$ cat config.mk
export PLATFORM = sky130hd
export DESIGN_NAME = hitrec_top
export DESIGN_NICKNAME = d
export VERILOG_FILES = /design/src/rtl/hitrec_pkg.sv /design/src/rtl/hitrec_chan.sv /design/src/rtl/hitrec_fifo.sv /design/src/rtl/hitrec_top.sv
export SDC_FILE = /design/constraint.sdc
export NUM_CORES = 1
export LEC_CHECK = 0
export BUFFER_PORTS_ARGS = -buffer_cell sky130_fd_sc_hd__buf_2
export CAP_MARGIN = 20
export CORE_MARGIN = 2
export CORE_UTILIZATION = 61
export DETAILED_ROUTE_END_ITERATION = 16
export GPL_TIMING_DRIVEN = 0
export PLACE_DENSITY = 0.89
export SLEW_MARGIN = 10
export SYNTH_ARGS = -nofsm -noshare
export SYNTH_HDL_FRONTEND = slang
export SYNTH_SLANG_ARGS = --single-unit
$ cat constraint.sdc
create_clock -name clk -period 3.71 [get_ports clk]
set_input_delay 0.1855 -clock clk [delete_from_list [all_inputs] [get_ports clk]]
set_output_delay 0.1855 -clock clk [all_outputs]
set_load 0.01 [all_outputs]
$ cat src/rtl/hitrec_pkg.sv
package hitrec_pkg;
    typedef enum logic {ST_IDLE, ST_SCAN} scan_st_e;

    // slot order inside one channel during a scan
    localparam logic [1:0] SLOT_HI_LEAD  = 2'd0;
    localparam logic [1:0] SLOT_HI_TRAIL = 2'd1;
    localparam logic [1:0] SLOT_LO_LEAD  = 2'd2;
    localparam logic [1:0] SLOT_LO_TRAIL = 2'd3;
endpackage

$ cat src/rtl/hitrec_chan.sv
module hitrec_chan #(
    parameter int WIN = 2
) (
    input  logic           clk,
    input  logic           rst,
    input  logic           stb,
    input  logic           hi,
    input  logic           lo,
    output logic           hi_rise,
    output logic           hi_fall,
    output logic [2*WIN:0] hi_win,
    output logic           lo_rise_d,
    output logic           lo_fall_d
);
    logic             hi_q, lo_q;
    logic [2*WIN-1:0] hist;
    logic [WIN-1:0]   dr, df;

    assign hi_rise   = hi & ~hi_q;
    assign hi_fall   = ~hi & hi_q;
    assign hi_win    = {hist, hi};
    assign lo_rise_d = dr[WIN-1];
    assign lo_fall_d = df[WIN-1];

    always_ff @(posedge clk) begin
        if (rst) begin
            hi_q <= 1'b0;
            lo_q <= 1'b0;
            hist <= '0;
            dr   <= '0;
            df   <= '0;
        end else if (stb) begin
            hi_q <= hi;
            lo_q <= lo;
            for (int i = 2*WIN-1; i > 0; i--) hist[i] <= hist[i-1];
            hist[0] <= hi;
            for (int i = WIN-1; i > 0; i--) begin
                dr[i] <= dr[i-1];
                df[i] <= df[i-1];
            end
            dr[0] <= lo & ~lo_q;
            df[0] <= ~lo & lo_q;
        end
    end
endmodule

$ cat src/rtl/hitrec_fifo.sv
module hitrec_fifo #(
    parameter int DW    = 8,
    parameter int DEPTH = 16,
    localparam int AW   = $clog2(DEPTH)
) (
    input  logic          clk,
    input  logic          rst,
    input  logic          wr_en,
    input  logic [DW-1:0] wr_data,
    output logic          full,
    input  logic          rd_ready,
    output logic          rd_valid,
    output logic [DW-1:0] rd_data
);
    logic [DW-1:0] mem [DEPTH];
    logic [AW-1:0] wp, rp;
    logic [AW:0]   cnt;
    logic          push, pop;

    assign full     = (cnt == (AW+1)'(DEPTH));
    assign rd_valid = (cnt != '0);
    assign rd_data  = mem[rp];
    assign push     = wr_en & ~full;
    assign pop      = rd_valid & rd_ready;

    always_ff @(posedge clk) begin
        if (push) mem[wp] <= wr_data;
    end

    always_ff @(posedge clk) begin
        if (rst) begin
            wp  <= '0;
            rp  <= '0;
            cnt <= '0;
        end else begin
            if (push) wp <= wp + 1'b1;
            if (pop)  rp <= rp + 1'b1;
            cnt <= cnt + (AW+1)'(push) - (AW+1)'(pop);
        end
    end
endmodule

$ cat src/rtl/hitrec_top.sv
module hitrec_top
    import hitrec_pkg::*;
#(
    parameter int NCH   = 8,
    parameter int TSW   = 12,
    parameter int WIN   = 2,
    parameter int DEPTH = 32,
    parameter int DCW   = 8,
    localparam int CW   = $clog2(NCH),
    localparam int RW   = CW + 2 + TSW
) (
    input  logic           clk,
    input  logic           rst,
    input  logic           stb,
    input  logic [NCH-1:0] hi_cmp,
    input  logic [NCH-1:0] lo_cmp,
    input  logic           ovf_clr,
    input  logic           rd_ready,
    output logic           rd_valid,
    output logic [RW-1:0]  rd_data,
    output logic           ovf,
    output logic [DCW-1:0] drop_cnt
);
    localparam int SW = $clog2(4*NCH);
    localparam logic [SW-1:0] LAST = SW'(4*NCH-1);

    logic [NCH-1:0] hr, hf, ldr, ldf, near;
    logic [2*WIN:0] hwin [NCH];

    // per-strip edge detection, high history and low delay line
    for (genvar g = 0; g < NCH; g++) begin : g_ch
        hitrec_chan #(.WIN(WIN)) u_ch (
            .clk(clk), .rst(rst), .stb(stb),
            .hi(hi_cmp[g]), .lo(lo_cmp[g]),
            .hi_rise(hr[g]), .hi_fall(hf[g]), .hi_win(hwin[g]),
            .lo_rise_d(ldr[g]), .lo_fall_d(ldf[g])
        );
        if (g == 0) begin : g_lo_end
            assign near[g] = (|hwin[g]) | (|hwin[g+1]);
        end else if (g == NCH-1) begin : g_hi_end
            assign near[g] = (|hwin[g]) | (|hwin[g-1]);
        end else begin : g_mid
            assign near[g] = (|hwin[g-1]) | (|hwin[g]) | (|hwin[g+1]);
        end
    end

    // timestamp and pending edges latched on each strobe
    logic [TSW-1:0] ts, ts_hi_q, ts_lo_q;
    logic [NCH-1:0] p_hr, p_hf, p_lr, p_lf;

    always_ff @(posedge clk) begin
        if (rst) begin
            ts      <= '0;
            ts_hi_q <= '0;
            ts_lo_q <= '0;
            p_hr    <= '0;
            p_hf    <= '0;
            p_lr    <= '0;
            p_lf    <= '0;
        end else if (stb) begin
            ts      <= ts + 1'b1;
            ts_hi_q <= ts;
            ts_lo_q <= ts - TSW'(WIN);
            p_hr    <= hr;
            p_hf    <= hf;
            p_lr    <= ldr & near;
            p_lf    <= ldf & near;
        end
    end

    // scan state machine
    scan_st_e       state, state_nx;
    logic [SW-1:0]  sidx;
    logic [CW-1:0]  ch_sel;
    logic [1:0]     slot;
    logic           wr_en, full;
    logic [RW-1:0]  rec;

    assign ch_sel = sidx[SW-1:2];
    assign slot   = sidx[1:0];

    always_ff @(posedge clk) begin
        if (rst) begin
            state <= ST_IDLE;
            sidx  <= '0;
        end else begin
            state <= state_nx;
            if (stb)                    sidx <= '0;
            else if (state == ST_SCAN)  sidx <= sidx + 1'b1;
        end
    end

    always_comb begin
        state_nx = state;
        unique case (state)
            ST_IDLE: if (stb) state_nx = ST_SCAN;
            ST_SCAN: if (!stb && sidx == LAST) state_nx = ST_IDLE;
        endcase
    end

    always_comb begin
        wr_en = 1'b0;
        rec   = {ch_sel, ~slot[1], ~slot[0], (slot[1] ? ts_lo_q : ts_hi_q)};
        unique case (state)
            ST_IDLE: wr_en = 1'b0;
            ST_SCAN: begin
                unique case (slot)
                    SLOT_HI_LEAD:  wr_en = p_hr[ch_sel];
                    SLOT_HI_TRAIL: wr_en = p_hf[ch_sel];
                    SLOT_LO_LEAD:  wr_en = p_lr[ch_sel];
                    SLOT_LO_TRAIL: wr_en = p_lf[ch_sel];
                endcase
            end
        endcase
    end

    hitrec_fifo #(.DW(RW), .DEPTH(DEPTH)) u_fifo (
        .clk(clk), .rst(rst), .wr_en(wr_en), .wr_data(rec), .full(full),
        .rd_ready(rd_ready), .rd_valid(rd_valid), .rd_data(rd_data)
    );

    // overflow bookkeeping
    always_ff @(posedge clk) begin
        if (rst || ovf_clr) begin
            ovf      <= 1'b0;
            drop_cnt <= '0;
        end else if (wr_en && full) begin
            ovf <= 1'b1;
            if (drop_cnt != '1) drop_cnt <= drop_cnt + 1'b1;
        end
    end
endmodule

==> reports/qor.txt <==
DIE AREA: 48100 sq um
Syn Area/Cell: 17.7 sq um
Hold Vio Cnt, Final: 0
relative slew slack: 32.3%
worst-case clock buffer depth: 3
first-pass GRT wire length: 111 mm
number of distinct library cells after synthesis: 52
drt pass-1 iters: 6
All-Layer GR Usage: 32.7%
Critical Path Start Type: flip-flop
most common cell after layout, fill and taps aside: edfxtp_1
post-synthesis cell area: 28300 sq um
routed len/inst: 32.1 microns
fmax: 269 MHz
GRT overflow: 0
status: complete, but fails checks
antenna violations before repair: 9
vias per cell: 6.81
unrepaired setup endpoints after global routing: no
syn nets: 1641
pwr/cell area: 588 nW/um^2
worst-case vdd ir drop: 0.546 mV
Area growth syn-to-layout: 14.5%
post-layout util: 71.0%
layout net count: 1813
H-tree level count: 3
Buffers on Ports: 46
Simple-Gate Fraction of Synth Area: 5.87%
Critical Path Fanout Max: 10
failing checks: negative setup slack
proportion of layout cells with a drive suffix above 1: 25.5%
Setup crit end kind: primary output
Final setup viols: 1
#FFs+latches synth: 719
CTS root buffer: clkbuf_16
Synth async-reset ratio: 0%
most frequent cells in the layout: 544 x edfxtp_1, 173 x mux4_2, 172 x dfxtp_1, 132 x nor2_1, 76 x mux2i_1
Synth top area share: 57.8%
sequential share of the synthesized area: 70.2%
Synthesis Warnings: 0
clk_skew: 0.0338 ns
fin crit share: 100%
largest cells by area after synthesis: edfxtp_1 58%, mux4_2 14%, dfxtp_1 12%
DRT antenna net count: 0
Core Region: 45600 sq um
Die H: 219 microns
Non-Filler Instances: 2424
Critical Path RT: 3.52 ns
Post-Route WL: 77.8 mm
post-synthesis xor/xnor area fraction: 0.961%
pre-CTS setup slack: -1.08 ns
CTS Buf Count: 70
Slew Limit Fails: 0
combinational family with the most area after synthesis: multiplexers
clock-pin slew on the worst setup and hold paths: 0.06 ns
largest net degree at the start of global routing: 39
Synth area leader: edfxtp_1
Hold Slack: 0.0372 ns
routed via count: 16.5k
Post-synth top flop: edfxtp_1
vias in the first global route: 16.3k
Final Worst Setup Slack: -0.00795 ns
clk_lat worst skew: 0.63 ns
Inst Count DP: 2274
number of top-level pins: 48
slew at the pin with the worst max-slew slack: 1.02 ns
Post-synth EDFFs: 544
Max Cap Viol: 0
post-synthesis compound-gate area fraction: 2.08%
critical path class: flip-flop to primary output
hpwl dp: 46.2 mm
final RePlAce weighted congestion: 0.860
CTS sink cnt: 719
Mapped Cells: 1596
DIE WIDTH: 219 microns
Hold Crit Class: input port to flip-flop
Initial Utilization: 62.0%
LEAKAGE: 10.5 nW
crit path time final: 3.72 ns
CP arrival: 3.53 ns
post-synthesis mux area share: 18.0%
DRT iter0 DRCs: 2407
TritonCTS clock tree: done
site row count: 78
# DRC: 0
adder-cell share of the synthesized area: 1.09%
[final timing paths]
| kind | depth (start not counted) | to | from | slack (ns) |
|---|---|---|---|---|
| worst max-delay path | 7 | rd_data[2] | flip-flop | -0.008 |
| worst min-delay path | 4 | drop_cnt[2]$_SDFFE_PP0P_ | ovf_clr | 0.04 |
| worst max register to register | 10 | u_fifo.mem[5][6]$_DFFE_PP_ | sidx[1]$_SDFFE_PP0P_ | 0.10 |
| worst min register to register | 2 | p_hr[2]$_SDFFE_PP0P_ | p_hr[2]$_SDFFE_PP0P_ | 0.47 |
[per-stage QoR]
stage / TNS [ns] / power (mW) / area, sq um
global placement: -561.83 / 11.6 / 29200
CTS: 0 / 19.0 / 32300
floorplan: 0 / 10.9 / 28300
finish: -0.00795 / 19.0 / 32400
detailed placement: -383.92 / 11.8 / 29700
global route: 0 / 19.4 / 32400
[layout make-up]
class / instances / area, sq um
Timing Repair inverter: 2 / 10.0
Inverter: 20 / 86.3
Buffer: 94 / 459
Multi-Input combinational cell: 763 / 8090
Timing Repair Buffer: 98 / 847
Clock inverter: 36 / 419
Clock buffer: 88 / 1850
Sequential cell: 719 / 19800
Tap cell: 600 / 751
Antenna cell: 4 / 10.0
Fill cell: 2488 / 13200
[power breakdown]
part           switching (mW)  internal, mW  leakage (nW)  total (mW)
clock network            3.16          4.07          1.10        7.23
logic                    1.68          1.38          3.19        3.07
registers              0.0685          8.66          6.16        8.73
[registers in the layout (all words and copies together), names as in the netlist, 11 cells and up, named ones only]
signal,cells
u_fifo.mem,544
g_ch.u_ch.hist,32
g_ch.u_ch.df,16
g_ch.u_ch.dr,16
ts,12
ts_hi_q,12
ts_lo_q,11
[kinds of logic after synthesis]
family / Yosys count
XOR/XNOR: 31
AO/OA/AOI/OAI: 93
AND/OR/NAND/NOR: 332
flip-flops: 719
buffers and inverters: 114
adder cells (fa/ha/maj): 24
multiplexers: 283
[critical path, cell delays in order (launching register included)]
cell      delay [ns]
dfxtp_1         0.32
buf_2           0.32
clkbuf_2        0.39
clkbuf_2        0.41
mux4_2          0.48
mux4_2          0.55
mux2_2          0.30
buf_2           0.14
[layer usage]
metal | wire [microns] | up-vias | GRT usage [%]
li1 | - | 6589 | -
met1 | 25700 | 8421 | 40.1
met2 | 38600 | 1264 | 54.7
met3 | 8640 | 231 | 7.84
met4 | 4730 | 4 | 16.6
met5 | 21 | - | 0
[synthesized netlist by cell type, types with 3 or more instances]
master,instances
a22o_1,12
a21oi_1,48
a211oi_1,9
o211ai_1,4
nand3b_1,36
nand2_1,20
dfxtp_1,175
nand3_1,18
buf_6,7
xnor2_1,14
edfxtp_1,544
nor2_1,163
inv_1,20
clkbuf_1,61
mux2i_1,76
o21ai_0,5
mux4_1,3
buf_2,13
and3_1,8
nand4_1,10
nor3_1,7
buf_1,11
ha_1,23
nand2b_1,38
or4_1,10
or3_1,7
mux4_2,173
xor2_1,17
mux2_2,31
[timing repair]
item | 4_1_cts | 5_1_grt
resized for setup | 36 | 4
setup endpoints to repair | 568 | 98
hold buffers | 16 | 0
setup buffers | 3 | 1
gates cloned | 2 | 0
endpoints found under the hold margin | 48 | 0
Power figures use the tool's default switching activity.
